`src/rtl/mtimer_pkg.sv`:
```
package mtimer_pkg;

   typedef enum logic [1:0] {
      ROUTE_NONE = 2'b00,
      ROUTE_DMA  = 2'b01,
      ROUTE_IRQ  = 2'b10,
      ROUTE_RSVD = 2'b11
   } route_e;

   localparam logic [1:0] WSEL_CTRL  = 2'd0;
   localparam logic [1:0] WSEL_COUNT = 2'd1;
   localparam logic [1:0] WSEL_LIMIT = 2'd2;

   localparam int BIT_HIT   = 15;
   localparam int BIT_WRAP  = 14;
   localparam int BIT_BUSY  = 13;
   localparam int BIT_CONT  = 8;
   localparam int BIT_IE    = 7;

   typedef struct packed {
      logic       cont;
      logic       hit_ie;
      route_e     route;
      logic [2:0] clk_sel;
   } ctrl_t;

endpackage

```
`src/rtl/mt_prescaler.sv`:
```
module mt_prescaler #(
   parameter int LOG_A = 3,
   parameter int LOG_B = 5,
   parameter int LOG_C = 7
) (
   input  logic       clk,
   input  logic       rst_n,
   input  logic       run_en,
   input  logic [2:0] clk_sel,
   output logic       tick
);
   localparam int PW = (LOG_C < 1) ? 1 : LOG_C;
   localparam logic [PW-1:0] LIM_A = PW'((1 << LOG_A) - 1);
   localparam logic [PW-1:0] LIM_B = PW'((1 << LOG_B) - 1);
   localparam logic [PW-1:0] LIM_C = PW'((1 << LOG_C) - 1);

   if (!(LOG_A >= 1 && LOG_A < LOG_B && LOG_B < LOG_C && LOG_C <= 16)) begin : g_bad_ratio
      $error("mt_prescaler: ratio exponents must rise strictly");
   end

   logic [PW-1:0] pre_q;
   logic [PW-1:0] limit;
   logic          active;

   always_comb begin
      active = 1'b1;
      unique case (clk_sel)
         3'd4:    limit = LIM_A;
         3'd5:    limit = LIM_B;
         3'd6:    limit = LIM_C;
         3'd7:    limit = '0;
         default: begin
            limit  = '0;
            active = 1'b0;
         end
      endcase
   end

   always_ff @(posedge clk) begin
      if (!rst_n || !run_en || !active || pre_q >= limit) pre_q <= '0;
      else                                                 pre_q <= pre_q + 1'b1;
   end

   assign tick = run_en && active && (pre_q == limit);

   a_r4_tick_needs_run: assert property (@(posedge clk) disable iff (!rst_n)
      tick |-> run_en);

endmodule

```
`src/rtl/mt_loader.sv`:
```
module mt_loader #(
   parameter int W     = 32,
   parameter int DELAY = 3
) (
   input  logic         clk,
   input  logic         rst_n,
   input  logic         wr,
   input  logic [W-1:0] wdata,
   output logic         busy,
   output logic         load,
   output logic [W-1:0] load_val
);
   logic [W-1:0] val_q;
   logic         busy_q;

   always_ff @(posedge clk) begin
      if (!rst_n)  val_q <= '0;
      else if (wr) val_q <= wdata;
   end

   if (DELAY == 1) begin : g_direct
      always_ff @(posedge clk) begin
         if (!rst_n)  busy_q <= 1'b0;
         else if (wr) busy_q <= 1'b1;
         else         busy_q <= 1'b0;
      end
      assign load = busy_q;
   end else begin : g_counted
      localparam int DW = $clog2(DELAY + 1);
      logic [DW-1:0] dly_q;
      always_ff @(posedge clk) begin
         if (!rst_n) begin
            busy_q <= 1'b0;
            dly_q  <= '0;
         end else if (wr) begin
            busy_q <= 1'b1;
            dly_q  <= DW'(DELAY);
         end else if (busy_q) begin
            if (dly_q == DW'(1)) begin
               busy_q <= 1'b0;
               dly_q  <= '0;
            end else begin
               dly_q <= dly_q - 1'b1;
            end
         end
      end
      assign load = busy_q && (dly_q == DW'(1));
   end

   assign busy     = busy_q;
   assign load_val = val_q;

   a_r9_busy_after_write: assert property (@(posedge clk) disable iff (!rst_n)
      wr |=> busy);

endmodule

```
`src/rtl/mt_counter.sv`:
```
module mt_counter #(
   parameter int W = 32
) (
   input  logic         clk,
   input  logic         rst_n,
   input  logic         tick,
   input  logic         load,
   input  logic [W-1:0] load_val,
   input  logic [W-1:0] limit,
   output logic [W-1:0] count,
   output logic         hit_ev,
   output logic         wrap_ev
);
   localparam logic [W-1:0] ALL1 = {W{1'b1}};

   logic [W-1:0] cnt_q;

   assign hit_ev  = tick && !load && (cnt_q == limit);
   assign wrap_ev = tick && !load && (cnt_q != limit) && (cnt_q == ALL1);

   always_ff @(posedge clk) begin
      if (!rst_n)                 cnt_q <= '0;
      else if (load)              cnt_q <= load_val;
      else if (hit_ev || wrap_ev) cnt_q <= '0;
      else if (tick)              cnt_q <= cnt_q + 1'b1;
   end

   assign count = cnt_q;

   a_r5_hit_clears: assert property (@(posedge clk) disable iff (!rst_n)
      hit_ev |=> (count == '0));
   a_r7_wrap_clears: assert property (@(posedge clk) disable iff (!rst_n)
      wrap_ev |=> (count == '0));
   a_r9_load_lands: assert property (@(posedge clk) disable iff (!rst_n)
      load |=> (count == $past(load_val)));

endmodule

```
`src/rtl/match_timer.sv`:
```
module match_timer
   import mtimer_pkg::*;
#(
   parameter int CNT_W    = 32,
   parameter int WR_DELAY = 3,
   parameter int LOG_A    = 3,
   parameter int LOG_B    = 5,
   parameter int LOG_C    = 7
) (
   input  logic             clk,
   input  logic             rst_n,
   input  logic             run_en,
   input  logic [1:0]       reg_sel,
   input  logic             reg_we,
   input  logic [CNT_W-1:0] reg_wdata,
   output logic [CNT_W-1:0] reg_rdata,
   output logic             irq,
   output logic             dma_req
);
   if (CNT_W < 16 || CNT_W > 64) begin : g_bad_width
      $error("match_timer: CNT_W must lie in 16..64");
   end
   if (WR_DELAY < 1 || WR_DELAY > 15) begin : g_bad_delay
      $error("match_timer: WR_DELAY must lie in 1..15");
   end

   localparam logic [CNT_W-1:0] ALL1 = {CNT_W{1'b1}};

   logic wr_ctrl, wr_count, wr_limit;
   assign wr_ctrl  = reg_we && (reg_sel == WSEL_CTRL);
   assign wr_count = reg_we && (reg_sel == WSEL_COUNT);
   assign wr_limit = reg_we && (reg_sel == WSEL_LIMIT);

   ctrl_t            ctrl_q;
   logic [CNT_W-1:0] limit_q;
   logic             hit_q, wrap_q, dma_q;

   always_ff @(posedge clk) begin
      if (!rst_n) begin
         ctrl_q <= '0;
      end else if (wr_ctrl) begin
         ctrl_q.cont    <= reg_wdata[BIT_CONT];
         ctrl_q.hit_ie  <= reg_wdata[BIT_IE];
         ctrl_q.route   <= route_e'(reg_wdata[5:4]);
         ctrl_q.clk_sel <= reg_wdata[2:0];
      end
   end

   always_ff @(posedge clk) begin
      if (!rst_n)        limit_q <= ALL1;
      else if (wr_limit) limit_q <= reg_wdata;
   end

   logic pre_tick, run_tick, hold;

   mt_prescaler #(.LOG_A(LOG_A), .LOG_B(LOG_B), .LOG_C(LOG_C)) pre_i (
      .clk     (clk),
      .rst_n   (rst_n),
      .run_en  (run_en),
      .clk_sel (ctrl_q.clk_sel),
      .tick    (pre_tick)
   );

   assign hold     = !ctrl_q.cont && hit_q;
   assign run_tick = pre_tick && !hold;

   logic             busy, load;
   logic [CNT_W-1:0] load_val;

   mt_loader #(.W(CNT_W), .DELAY(WR_DELAY)) ldr_i (
      .clk      (clk),
      .rst_n    (rst_n),
      .wr       (wr_count),
      .wdata    (reg_wdata),
      .busy     (busy),
      .load     (load),
      .load_val (load_val)
   );

   logic [CNT_W-1:0] count;
   logic             hit_ev, wrap_ev;

   mt_counter #(.W(CNT_W)) cnt_i (
      .clk      (clk),
      .rst_n    (rst_n),
      .tick     (run_tick),
      .load     (load),
      .load_val (load_val),
      .limit    (limit_q),
      .count    (count),
      .hit_ev   (hit_ev),
      .wrap_ev  (wrap_ev)
   );

   always_ff @(posedge clk) begin
      if (!rst_n) begin
         hit_q  <= 1'b0;
         wrap_q <= 1'b0;
         dma_q  <= 1'b0;
      end else begin
         if (hit_ev)       hit_q <= 1'b1;
         else if (wr_ctrl) hit_q <= hit_q && reg_wdata[BIT_HIT];
         if (wrap_ev)      wrap_q <= 1'b1;
         else if (wr_ctrl) wrap_q <= wrap_q && reg_wdata[BIT_WRAP];
         dma_q <= hit_ev && (ctrl_q.route == ROUTE_DMA);
      end
   end

   assign irq     = hit_q && ctrl_q.hit_ie && (ctrl_q.route == ROUTE_IRQ);
   assign dma_req = dma_q;

   logic [15:0] status_word;
   assign status_word = {hit_q, wrap_q, busy, 4'b0000, ctrl_q.cont, ctrl_q.hit_ie,
                         1'b0, ctrl_q.route, 1'b0, ctrl_q.clk_sel};

   always_comb begin
      reg_rdata = '0;
      unique case (reg_sel)
         WSEL_CTRL:  reg_rdata[15:0] = status_word;
         WSEL_COUNT: reg_rdata = count;
         WSEL_LIMIT: reg_rdata = limit_q;
         default:    reg_rdata = '0;
      endcase
   end

   logic unused_wbits;
   assign unused_wbits = ^{reg_wdata[BIT_BUSY:9], reg_wdata[6], reg_wdata[3]};

   a_r10_irq_needs_flag: assert property (@(posedge clk) disable iff (!rst_n)
      irq |-> (hit_q && ctrl_q.hit_ie));
   a_r11_dma_routed: assert property (@(posedge clk) disable iff (!rst_n)
      dma_req |-> ($past(ctrl_q.route) == ROUTE_DMA));
   a_r4_frozen_when_stopped: assert property (@(posedge clk) disable iff (!rst_n)
      (!$past(run_en) && !$past(busy)) |-> $stable(count));
   a_r6_single_hold: assert property (@(posedge clk) disable iff (!rst_n)
      (!$past(ctrl_q.cont) && $past(hit_q) && !$past(busy)) |-> $stable(count));
   a_r8_flag_sticky: assert property (@(posedge clk) disable iff (!rst_n)
      ($past(hit_q) && !$past(wr_ctrl)) |-> hit_q);

endmodule

```
`config.mk`:
```
export PLATFORM = sky130hd
export DESIGN_NAME = match_timer
export DESIGN_NICKNAME = d
export VERILOG_FILES = /design/src/rtl/mtimer_pkg.sv /design/src/rtl/mt_prescaler.sv /design/src/rtl/mt_loader.sv /design/src/rtl/mt_counter.sv /design/src/rtl/match_timer.sv
export SDC_FILE = /design/constraint.sdc
export NUM_CORES = 1
export LEC_CHECK = 0
export BUFFER_PORTS_ARGS = -buffer_cell sky130_fd_sc_hd__buf_2
export CAP_MARGIN = 20
export CORE_AREA = 3 3 141 143
export DETAILED_ROUTE_END_ITERATION = 8
export DIE_AREA = 0 0 144 146
export GPL_TIMING_DRIVEN = 0
export HOLD_SLACK_MARGIN = 0.08
export SYNTH_ARGS = -nofsm -noshare
export SYNTH_HDL_FRONTEND = slang
export SYNTH_SLANG_ARGS = --single-unit
```
`constraint.sdc`:
```
create_clock -name clk -period 3.3 [get_ports clk]
set_input_delay 0.33 -clock clk [delete_from_list [all_inputs] [get_ports clk]]
set_output_delay 0.33 -clock clk [all_outputs]
set_load 0.05 [all_outputs]
```
==> results of run 1 <==
## synth_stat cells (6+ instances only)
master	count
sky130_fd_sc_hd__ha_1	14
sky130_fd_sc_hd__nor2b_1	18
sky130_fd_sc_hd__nor4_1	15
sky130_fd_sc_hd__buf_6	8
sky130_fd_sc_hd__o31ai_1	16
sky130_fd_sc_hd__a22o_1	18
sky130_fd_sc_hd__nor3_1	6
sky130_fd_sc_hd__nand4_1	14
sky130_fd_sc_hd__nand2_1	185
sky130_fd_sc_hd__buf_2	9
sky130_fd_sc_hd__and3_1	8
sky130_fd_sc_hd__a22oi_1	32
sky130_fd_sc_hd__nor2_1	30
sky130_fd_sc_hd__a21oi_1	50
sky130_fd_sc_hd__a222oi_1	10
sky130_fd_sc_hd__inv_1	7
sky130_fd_sc_hd__nand3_1	59
sky130_fd_sc_hd__clkbuf_1	47
sky130_fd_sc_hd__dfxtp_1	116
sky130_fd_sc_hd__xnor2_1	19
sky130_fd_sc_hd__o22ai_1	8
sky130_fd_sc_hd__xor2_1	44
## registers in the layout (all words and copies together), names as in the netlist
name	flops
ctrl_q	7
ldr_i.busy	1
limit_q	32
ldr_i.load_val	32
wrap_q	1
cnt_i.count	32
hit_q	1
pre_i.pre_q	7
dma_req	1
ldr_i.g_counted.dly_q	2
## worst paths after layout
path	start	endpoint	slack [ps]	cells after the start
setup / recovery	ctrl_q[1]	cnt_i.count[30]	220	9
hold / removal	reg_wdata[9]	limit_q[9]	130	3
setup reg to reg	ctrl_q[1]	cnt_i.count[30]	220	9
hold reg to reg	ldr_i.load_val[22]	ldr_i.load_val[22]	450	2
## layer usage
layer  up-vias  share of wire, %  global-route usage, %
met4         0               2.0                   6.17
met3        24               9.2                   5.59
met2       277                43                   30.0
li1       2988                 -                      -
met1      2909                46                   29.8
met5         -                 0                      0
## critical path, delay by kind of cell, from the launching register on
kind | cells | cell delay (ps)
AO/OA/AOI/OAI | 3 | 1240
buffers and inverters | 2 | 650
AND/OR/NAND/NOR | 3 | 440
adder cells (fa/ha/maj) | 1 | 270
flip-flops | 1 | 410
## area by class of cell
class,instances,area share (%)
Clock buffer,23,6.57
Timing Repair Buffer,71,4.69
Buffer,75,5.02
Clock inverter,8,1.62
Tap cell,234,3.86
Sequential cell,116,30.6
Multi-Input combinational cell,600,47.2
Inverter,8,0.396
## per-stage QoR
| step | setup slack [ps] | cell area, um2 | util [%] | total power (W) | hold WS, ps |
|---|---|---|---|---|---|
| after global routing | 18.7 | 7580 | 40.5 | 0.00394 | 141 |
| final | 218 | 7580 | 40.5 | 0.00382 | 132 |
| after detailed placement | 252 | 6960 | 37.2 | 0.00190 | 446 |
| after CTS | 255 | 7580 | 40.5 | 0.00383 | 124 |
| after global placement | 282 | 6960 | 37.2 | 0.00190 | 446 |
| after floorplan | 1100 | 6310 | - | 0.00175 | 426 |
## kinds of logic (layout without fill, tap and decap cells)
kind of cell | count (synthesis) | in the layout | share of synthesized area, %
multiplexers | 3 | 3 | 0.476
AND/OR/NAND/NOR | 361 | 361 | 26.6
adder cells (fa/ha/maj) | 14 | 14 | 2.77
buffers and inverters | 83 | 185 | 6.50
flip-flops | 116 | 116 | 36.8
AO/OA/AOI/OAI | 159 | 159 | 18.1
XOR/XNOR | 63 | 63 | 8.74
## power groups by stage
stage	clock network [W]	logic (W)	registers [W]
2_1_floorplan	0	0.000257	0.00150
3_3_place_gp	0	0.000389	0.00151
3_5_place_dp	0	0.000390	0.00151
4_1_cts	0.00196	0.000392	0.00148
5_1_grt	0.00203	0.000426	0.00148
6_report	0.00195	0.000395	0.00148
==> results.py, run 1 <==
metrics = {
    "yosys": {
        "edff_count_synth": 0,
        "yosysTopAreaCell": "sky130_fd_sc_hd__dfxtp_1",
        "synth_area_um2": 6310,
        "postSynth.asyncResetShare_pct": 0,
        "mappedNetlistNets": 851,
        "synth_top_flop_cell": "sky130_fd_sc_hd__dfxtp_1",
        "syn_avg_cell_area_um2": 7.90,
        "synth_warnings": 0,
        "yosys.cell_types.count": 54,
        "ys_seq_area_share_pct": 36.8,
        "synthTopCellsByArea": "sky130_fd_sc_hd__dfxtp_1 (37%), sky130_fd_sc_hd__nand2_1 (11%), sky130_fd_sc_hd__xor2_1 (6.1%), sky130_fd_sc_hd__nand3_1 (4.7%), sky130_fd_sc_hd__a21oi_1 (4.0%)",
        "postSynthRegisterBits": 116,
        "synth_top_cell_area_share_pct": 36.8,
        "post_syn_instances": 799,
    },
    "global_route": {
        "grt_pass1_wl_um": 33400,
        "grt_pass1_vias": 5703,
        "grt_start_max_net_pins": 17,
        "overflow": 0,
        "grt_antenna_before_repair": 0,
        "grt.total_usage_pct": 20.7,
    },
    "floorplanning": {
        "floorplan.die_area_um2": 21000,
        "dieHeight_um": 146,
        "starting_utilization_of_the_core_area_pct": 33.8,
        "core_region_area_um2": 18700,
        "rows": 50,
        "chipWidth_um": 144,
        "pin_count": 72,
    },
    "sta": {
        "slew_headroom_pct": 28.4,
        "setup_viol": 0,
        "timing.setup.tns_ps": 0,
        "fmax_mhz": 325,
        "worst_margin_slew_ps": 1060,
        "fin_skew_ps": 8.32,
        "fin_crit_sh_pct": 93.4,
        "hold_viol_final": 0,
        "rsz0062_at_grt": "no",
        "period_needed_ps": 3080,
        "drv_slew": 0,
    },
    "clock_network": {
        "cts.clk_slew.worst_paths_ps": 60,
        "post_cts_resized": 0,
        "cts.path.max_buffers": 2,
        "cts_setup_buffers": 0,
        "cts_root_buf": "sky130_fd_sc_hd__clkbuf_16",
        "cts_hold_fix_bufs": 0,
        "sinks_on_clock_net": 116,
        "cts_max_level": 4,
        "clock_latency_on_the_worst_skew_pair_ps": 420,
        "cts_tree": "yes",
        "cts_inserted_buffers": 17,
    },
    "final_layout": {
        "finalNonFillerCells": 1135,
        "layout_commonest_cell": "sky130_fd_sc_hd__nand2_1",
        "finish.net_count": 941,
        "num-fill-cells": 1931,
        "final_cell_mix": "sky130_fd_sc_hd__nand2_1 (185), sky130_fd_sc_hd__dfxtp_1 (116), sky130_fd_sc_hd__buf_2 (80)",
        "multi_input_area_um2": 3580,
        "antennaDiodeCount": 0,
        "drive_gt1_share_pct": 15.0,
        "area.growth.synth_to_final_pct": 20.1,
        "register_area_um2": 2320,
    },
    "route": {
        "drt-total-wl_um": 21700,
        "route.detailed.vias_per_inst": 5.46,
        "dr.first_iter.drc_count": 767,
        "drc_errors": 0,
        "vias": 6198,
        "drtPass1Iterations": 5,
        "drtAntennaViolNets": 0,
        "post_detailed_route_wirelength_per_cell_um": 19.1,
    },
    "worst_setup_path": {
        "critical_path_start_end_classification": "flop to flop",
        "worstSetupEndpointType": "flop",
        "path_max_fanout": 10,
        "arrival_ps": 3420,
        "cp_slowest_cell": "sky130_fd_sc_hd__a41oi_1",
        "crit_chain": "nand2_1 -> and2_1 -> inv_1 -> ha_1 -> and3_1 -> a41oi_1 -> clkbuf_1 -> a21boi_0 -> a211oi_1",
        "critical-path-max-stage-delay_ps": 840,
        "critical_path.startpoint_type": "flop",
        "critPathRequiredTime_ps": 3640,
    },
    "place": {
        "globalplace.congestion": 0.969,
        "numPortBuffers": 71,
        "dp_hpwl_um": 15700,
        "dp_cells": 1104,
    },
    "power": {
        "share_comb_of_total_power_pct": 10.3,
        "vdd.ir_drop.worst_v": 0.000325,
        "switching_power_total_w": 0.000988,
        "pwr-share-seq_pct": 38.7,
        "cellPowerDensity_nw_per_um2": 504,
        "p_int_w": 0.00284,
        "leakagePower_nw": 2.87,
        "power_switching_share_pct": 25.8,
        "power.share.clock_pct": 51.0,
    },
    "flow_run": {
        "maxCapViolations": 0,
    },
    "status": {
        "run_status": "complete, no violations",
    },
    "worst_hold_path": {
        "hold_path_class": "input port to flop",
    },
}
(Power assumes the default switching activity.)
==> inputs of run 2 (changes only) <==
Settings changed: CELL_PAD_IN_SITES_DETAIL_PLACEMENT set to 1, CELL_PAD_IN_SITES_GLOBAL_PLACEMENT set to 2, PLACE_DENSITY_LB_ADDON set to 0.1, SKIP_LAST_GASP set to 1.
==> run 2 against run 1 <==
  * Critical endpoint is now cnt_i.count[13]
  * Fmax increased by 1.9%
  * Routed wire length increased by 16%
  * Total power decreased by 5.1%
  * Critical path type unchanged
  * Core utilization decreased by 0.35 points
  * Clock skew decreased by 2.5 ps
  * Non-clock buffer count unchanged
==> results.py, run 2 (synthesis gave the netlist of run 1 again) <==
metrics = {
    "route": {
        "drtPass1Iterations": 5,
        "drt-total-wl_um": 25100,
        "drc_errors": 0,
        "post_detailed_route_wirelength_per_cell_um": 22.1,
        "dr.first_iter.drc_count": 444,
        "vias": 6293,
        "route.detailed.vias_per_inst": 5.54,
        "drtAntennaViolNets": 0,
    },
    "final_layout": {
        "finish.net_count": 941,
        "area.growth.synth_to_final_pct": 19.0,
        "layout_commonest_cell": "sky130_fd_sc_hd__nand2_1",
        "final_cell_mix": "sky130_fd_sc_hd__nand2_1 (185), sky130_fd_sc_hd__dfxtp_1 (116), sky130_fd_sc_hd__buf_2 (80)",
        "multi_input_area_um2": 3590,
        "drive_gt1_share_pct": 15.0,
        "register_area_um2": 2320,
        "num-fill-cells": 2313,
        "antennaDiodeCount": 0,
    },
    "sta": {
        "worst_slack_ps": 275,
        "drv_slew": 0,
        "final.hold.worst_slack_ps": 138,
        "fin_skew_ps": 5.86,
        "rsz0062_at_grt": "no",
        "hold_viol_final": 0,
        "fin_crit_sh_pct": 91.7,
        "fmax_mhz": 331,
        "slew_headroom_pct": 32.6,
        "timing.setup.tns_ps": 0,
        "period_needed_ps": 3020,
        "setup_viol": 0,
        "worst_margin_slew_ps": 1000,
    },
    "floorplanning": {
        "pin_count": 72,
        "chipWidth_um": 144,
        "floorplan.die_area_um2": 21000,
        "starting_utilization_of_the_core_area_pct": 33.8,
        "core_region_area_um2": 18700,
        "dieHeight_um": 146,
        "rows": 50,
    },
    "clock_network": {
        "clock_latency_on_the_worst_skew_pair_ps": 420,
        "cts_setup_buffers": 0,
        "cts.clk_slew.worst_paths_ps": 60,
        "cts_hold_fix_bufs": 0,
        "cts_inserted_buffers": 17,
        "cts.path.max_buffers": 2,
        "cts_root_buf": "sky130_fd_sc_hd__clkbuf_16",
        "sinks_on_clock_net": 116,
        "cts_max_level": 4,
        "cts_tree": "yes",
    },
    "worst_setup_path": {
        "reg2reg_from": "ctrl_q[1]",
        "path_max_fanout": 10,
        "reg2reg_slack_ps": 280,
        "critical_path.startpoint_type": "flop",
        "critical_path_start_end_classification": "flop to flop",
        "crit_chain": "xor2_1 -> nand2_1 -> ha_1 -> nand4_1 -> nor4_1 -> o221ai_4 -> buf_6 -> o31ai_1",
        "worst_r2r_path_depth": 8,
        "worstSetupEndpointType": "flop",
        "crit-reg2reg-capture": "cnt_i.count[13]",
        "critical-path-max-stage-delay_ps": 880,
        "arrival_ps": 3340,
        "crit_family": "simple AND/OR/NAND/NOR gates",
        "critPathRequiredTime_ps": 3620,
        "cp_slowest_cell": "sky130_fd_sc_hd__nor4_1",
        "cp.buffers_inverters": 1,
    },
    "power": {
        "power_switching_share_pct": 27.8,
        "cellPowerDensity_nw_per_um2": 483,
        "power.share.clock_pct": 48.0,
        "vdd.ir_drop.worst_v": 0.000313,
        "p_int_w": 0.00262,
        "pwr-share-seq_pct": 40.8,
        "leakagePower_nw": 2.84,
        "switching_power_total_w": 0.00101,
        "share_comb_of_total_power_pct": 11.2,
    },
    "place": {
        "placement_setup_slack_ps": 289,
        "dp_hpwl_um": 18900,
        "numPortBuffers": 71,
        "globalplace.congestion": 0.858,
    },
    "global_route": {
        "overflow": 0,
        "grt_antenna_before_repair": 0,
        "grt.total_usage_pct": 24.2,
        "grt_pass1_vias": 6680,
        "grt_start_max_net_pins": 17,
        "grt_pass1_wl_um": 39000,
    },
    "worst_hold_path": {
        "hold_critical_path_depth": 3,
        "min_delay_worst_endpoint": "limit_q[30]",
        "hold_path_class": "input port to flop",
        "worstHoldStart": "reg_wdata[30]",
    },
    "flow_run": {
        "maxCapViolations": 0,
    },
    "status": {
        "run_status": "complete, no violations",
    },
}
==> run 2: changes by cell type in the layout (fill, tap and decap cells not counted), sizes merged <==
| cell | delta |
|---|---|
| bufinv | -2 |
| clkbuf | -1 |
| clkinv | +4 |
==> run 2: worst max-delay path by stage <==
stage,cells past startpoint,to,start,slack [ps]
after floorplan,9,cnt_i.count[30],ctrl_q[1],1100
after CTS,8,cnt_i.count[30],ctrl_q[1],160
final,8,cnt_i.count[13],ctrl_q[1],280
after detailed placement,8,cnt_i.count[30],ctrl_q[1],290
after global routing,8,cnt_i.count[18],ctrl_q[1],70
after global placement,8,cnt_i.count[30],ctrl_q[1],310
==> run 2: through the flow <==
stage	utilization [%]	total power [W]	std cells	instance area, um2
after floorplan	-	0.00175	799	6310
after global placement	37.2	0.00190	1104	6960
after detailed placement	37.2	0.00191	1104	6960
after CTS	40.1	0.00366	1136	7510
after global routing	40.2	0.00376	1136	7520
final	40.2	0.00363	1136	7520
==> run 2: repair_timing <==
action                     in CTS  in global routing
resized for setup               0                  1
setup endpoints to repair       0                  1
hold endpoints to repair        0                  0
==> run 2: per-layer routing <==
layer  vias to the layer above  wire length (um)  track usage [%]
met2                       176             11800             39.0
met1                      3082             11300             31.4
li1                       2998                 -                -
met5                         -                 0                0
met3                        37              1420             6.57
met4                         0               645             7.58
==> run 2: tightest hold or removal path: stages <==
cell	delay, ps
sky130_fd_sc_hd__buf_2	90
sky130_fd_sc_hd__nand2_1	40
sky130_fd_sc_hd__nand3_1	60
==> run 2: cell type report <==
class	instances	share of cell area, %
clock inverter	10	1.10
sequential	116	30.9
timing repair buffer	71	4.73
buffer	75	5.06
multi-input combinational	600	47.8
clock buffer	22	6.18
inverter	8	0.399
tap	234	3.89
==> run 2: power groups by stage <==
stage / Clock (W) / Combinational, W / Sequential [W]
after floorplan: 0 / 0.000257 / 0.00150
after global placement: 0 / 0.000394 / 0.00151
after detailed placement: 0 / 0.000403 / 0.00151
after CTS: 0.00178 / 0.000405 / 0.00148
after global routing: 0.00184 / 0.000438 / 0.00149
final: 0.00174 / 0.000405 / 0.00148
==> inputs of run 3 (changes only) <==
Settings changed: ABC_AREA set to 1, CORE_AREA 3 3 141 143 to 3 3 148 150, DIE_AREA 0 0 144 146 to 0 0 151 153.
==> run 3 against run 2 <==
  * Combinational power is essentially flat
  * Core utilization shrank 0.22 points
  * Non-clock buffer count down 3
  * Total power grew 6.0%
  * Fmax increased by 12%
  * Global-route usage decreased by 0.46 points
  * Largest cell class unchanged
  * Largest power group unchanged
  * Highest routed layer unchanged
==> results.py, run 3 <==
metrics = {
    "place": {
        "numPortBuffers": 71,
        "dp_hpwl_um": 21100,
        "globalplace.congestion": 0.854,
        "dpl_cell_area_um2": 7720,
    },
    "sta": {
        "worst_margin_slew_ps": 728,
        "hold_viol_final": 0,
        "setup_viol": 0,
        "fin_skew_ps": 9.10,
        "timing.setup.tns_ps": 0,
        "drv_slew": 0,
        "fmax_mhz": 369,
        "period_needed_ps": 2710,
        "fin_crit_sh_pct": 82.2,
        "rsz0062_at_grt": "no",
        "slew_headroom_pct": 51.5,
    },
    "final_layout": {
        "num-fill-cells": 2845,
        "layout_commonest_cell": "sky130_fd_sc_hd__nand2_1",
        "final_cell_area_um2": 8320,
        "final_cell_mix": "sky130_fd_sc_hd__nand2_1 (359), sky130_fd_sc_hd__nor2_1 (129), sky130_fd_sc_hd__dfxtp_1 (116)",
        "drive_gt1_share_pct": 14.2,
        "antennaDiodeCount": 0,
        "area.growth.synth_to_final_pct": 18.6,
        "finish.net_count": 1263,
    },
    "worst_setup_path": {
        "critPathRequiredTime_ps": 3650,
        "worstSetupEndpointType": "flop",
        "critical-path-max-stage-delay_ps": 410,
        "cp.buffers_inverters": 5,
        "critical_path_start_end_classification": "flop to flop",
        "arrival_ps": 3060,
        "crit_family": "buffers and inverters",
        "critical_path.startpoint_type": "flop",
        "cp_common_cell": "sky130_fd_sc_hd__inv_1",
        "path_max_fanout": 10,
        "cp_slowest_cell": "sky130_fd_sc_hd__o21ai_0",
        "crit_chain": "inv_1 -> o21ai_0 -> inv_1 -> ha_1 -> inv_1 -> nor2_1 -> nand4_1 -> clkinv_1 -> buf_2 -> nand4_1 -> a21oi_1",
    },
    "yosys": {
        "syn_avg_cell_area_um2": 6.26,
        "post_syn_instances": 1121,
        "yosysTopAreaCell": "sky130_fd_sc_hd__dfxtp_1",
        "synth_warnings": 0,
        "synth.most_common_cell": "sky130_fd_sc_hd__nand2_1",
        "synth_top_cell_area_share_pct": 33.1,
        "postSynthRegisterBits": 116,
        "synth_top_flop_cell": "sky130_fd_sc_hd__dfxtp_1",
        "ys_seq_area_share_pct": 33.1,
        "mappedNetlistNets": 1173,
        "postSynth.asyncResetShare_pct": 0,
        "yosys.cell_types.count": 30,
        "synthTopCellsByCount": "sky130_fd_sc_hd__nand2_1 (359), sky130_fd_sc_hd__nor2_1 (129), sky130_fd_sc_hd__dfxtp_1 (116)",
        "edff_count_synth": 0,
        "synth_area_um2": 7020,
        "synthTopCellsByArea": "sky130_fd_sc_hd__dfxtp_1 (33%), sky130_fd_sc_hd__nand2_1 (19%), sky130_fd_sc_hd__nor2_1 (6.9%), sky130_fd_sc_hd__nand3_1 (6.1%), sky130_fd_sc_hd__inv_1 (4.9%)",
    },
    "global_route": {
        "grt_antenna_before_repair": 0,
        "grt.total_usage_pct": 23.8,
        "grt_pass1_wl_um": 42100,
        "grt_pass1_vias": 7391,
        "grt_start_max_net_pins": 17,
        "overflow": 0,
    },
    "floorplanning": {
        "core_region_area_um2": 20800,
        "floorplan.die_area_um2": 23100,
        "rows": 53,
        "dieHeight_um": 153,
        "chipWidth_um": 151,
        "starting_utilization_of_the_core_area_pct": 33.7,
        "pin_count": 72,
    },
    "route": {
        "vias": 7295,
        "post_detailed_route_wirelength_per_cell_um": 17.6,
        "drtPass1Iterations": 5,
        "drtAntennaViolNets": 0,
        "drc_errors": 0,
        "route.detailed.vias_per_inst": 4.87,
        "dr.first_iter.drc_count": 352,
        "drt-total-wl_um": 26400,
    },
    "clock_network": {
        "cts.path.max_buffers": 2,
        "cts_setup_buffers": 0,
        "cts_inserted_buffers": 17,
        "cts_root_buf": "sky130_fd_sc_hd__clkbuf_16",
        "cts_hold_fix_bufs": 0,
        "sinks_on_clock_net": 116,
        "cts_max_level": 4,
        "clock_latency_on_the_worst_skew_pair_ps": 420,
        "cts_tree": "yes",
        "post_cts_resized": 0,
        "cts.clk_slew.worst_paths_ps": 60,
    },
    "worst_hold_path": {
        "hold_path_class": "input port to flop",
    },
    "power": {
        "leakagePower_nw": 3.66,
        "cellPowerDensity_nw_per_um2": 462,
        "vdd.ir_drop.worst_v": 0.000359,
    },
    "flow_run": {
        "maxCapViolations": 0,
    },
    "status": {
        "run_status": "complete, no violations",
    },
}
## run 3: changes by cell type after synthesis, sizes merged, moves of 23 or more
| cell | before | now |
|---|---|---|
| a22oi | 32 | 0 |
| nand3 | 60 | 87 |
| inv | 8 | 101 |
| nand4 | 14 | 37 |
| nand2 | 185 | 366 |
| xor2 | 44 | 11 |
| o21ai | 3 | 47 |
| nor2 | 30 | 148 |
## run 3: metal layers
metal / global-route usage (%) / wire length (um) / vias to the layer above
li1: - / - / 3724
met1: 35.7 / 13700 / 3440
met2: 36.7 / 11700 / 111
met3: 2.46 / 780 / 20
met4: 5.09 / 246 / 0
met5: 0 / 0 / -
## run 3: worst paths after layout
check	slack (ps)	from	to	depth (start not counted)
hold / removal	120	reg_wdata[23]	limit_q[23]	3
setup reg to reg	590	ctrl_q[0]	cnt_i.count[4]	11
hold reg to reg	460	pre_i.pre_q[0]	pre_i.pre_q[0]	1
setup / recovery	590	ctrl_q[0]	cnt_i.count[4]	11
## run 3: stage by stage
stage	util (%)	total power, W	setup slack [ps]	cells	hold slack (ps)
finish	40.0	0.00385	589	1499	121
global route	40.0	0.00400	325	1499	119
floorplan	-	0.00178	1120	1121	430
global placement	37.1	0.00192	624	1467	448
detailed placement	37.1	0.00193	581	1467	454
CTS	40.0	0.00388	571	1499	108
## run 3: area by class of cell
| type | instances | area (um2) | area share, % |
|---|---|---|---|
| Clock inverter | 14 | 166 | 2.00 |
| Timing Repair Buffer | 71 | 355 | 4.27 |
| Multi-Input combinational cell | 824 | 3930 | 47.2 |
| Clock buffer | 18 | 439 | 5.28 |
| Inverter | 109 | 409 | 4.92 |
| Sequential cell | 116 | 2320 | 27.9 |
| Tap cell | 275 | 344 | 4.13 |
| Buffer | 72 | 357 | 4.28 |
## run 3: cell families after synthesis
kind of cell | after synthesis | synth area share (%)
compound gates | 123 | 9.15
simple gates | 649 | 39.6
buf+inv | 181 | 10.9
flops | 116 | 33.1
xor+xnor | 38 | 4.74
fa+ha+maj | 14 | 2.50
## run 3: report_power, final
group	internal [W]	total [W]	leakage [nW]	switching (W)
clock network	0.00116	0.00195	0.289	0.000790
logic	0.000113	0.000405	2.43	0.000293
registers	0.00145	0.00149	0.945	0.0000423
## run 3: worst register-to-register path, delay by kind of cell (launching register included)
kind | cells | cell delay, ps
AND/OR/NAND/NOR | 3 | 690
flip-flops | 1 | 360
adder cells (fa/ha/maj) | 1 | 280
AO/OA/AOI/OAI | 2 | 550
buffers and inverters | 5 | 770
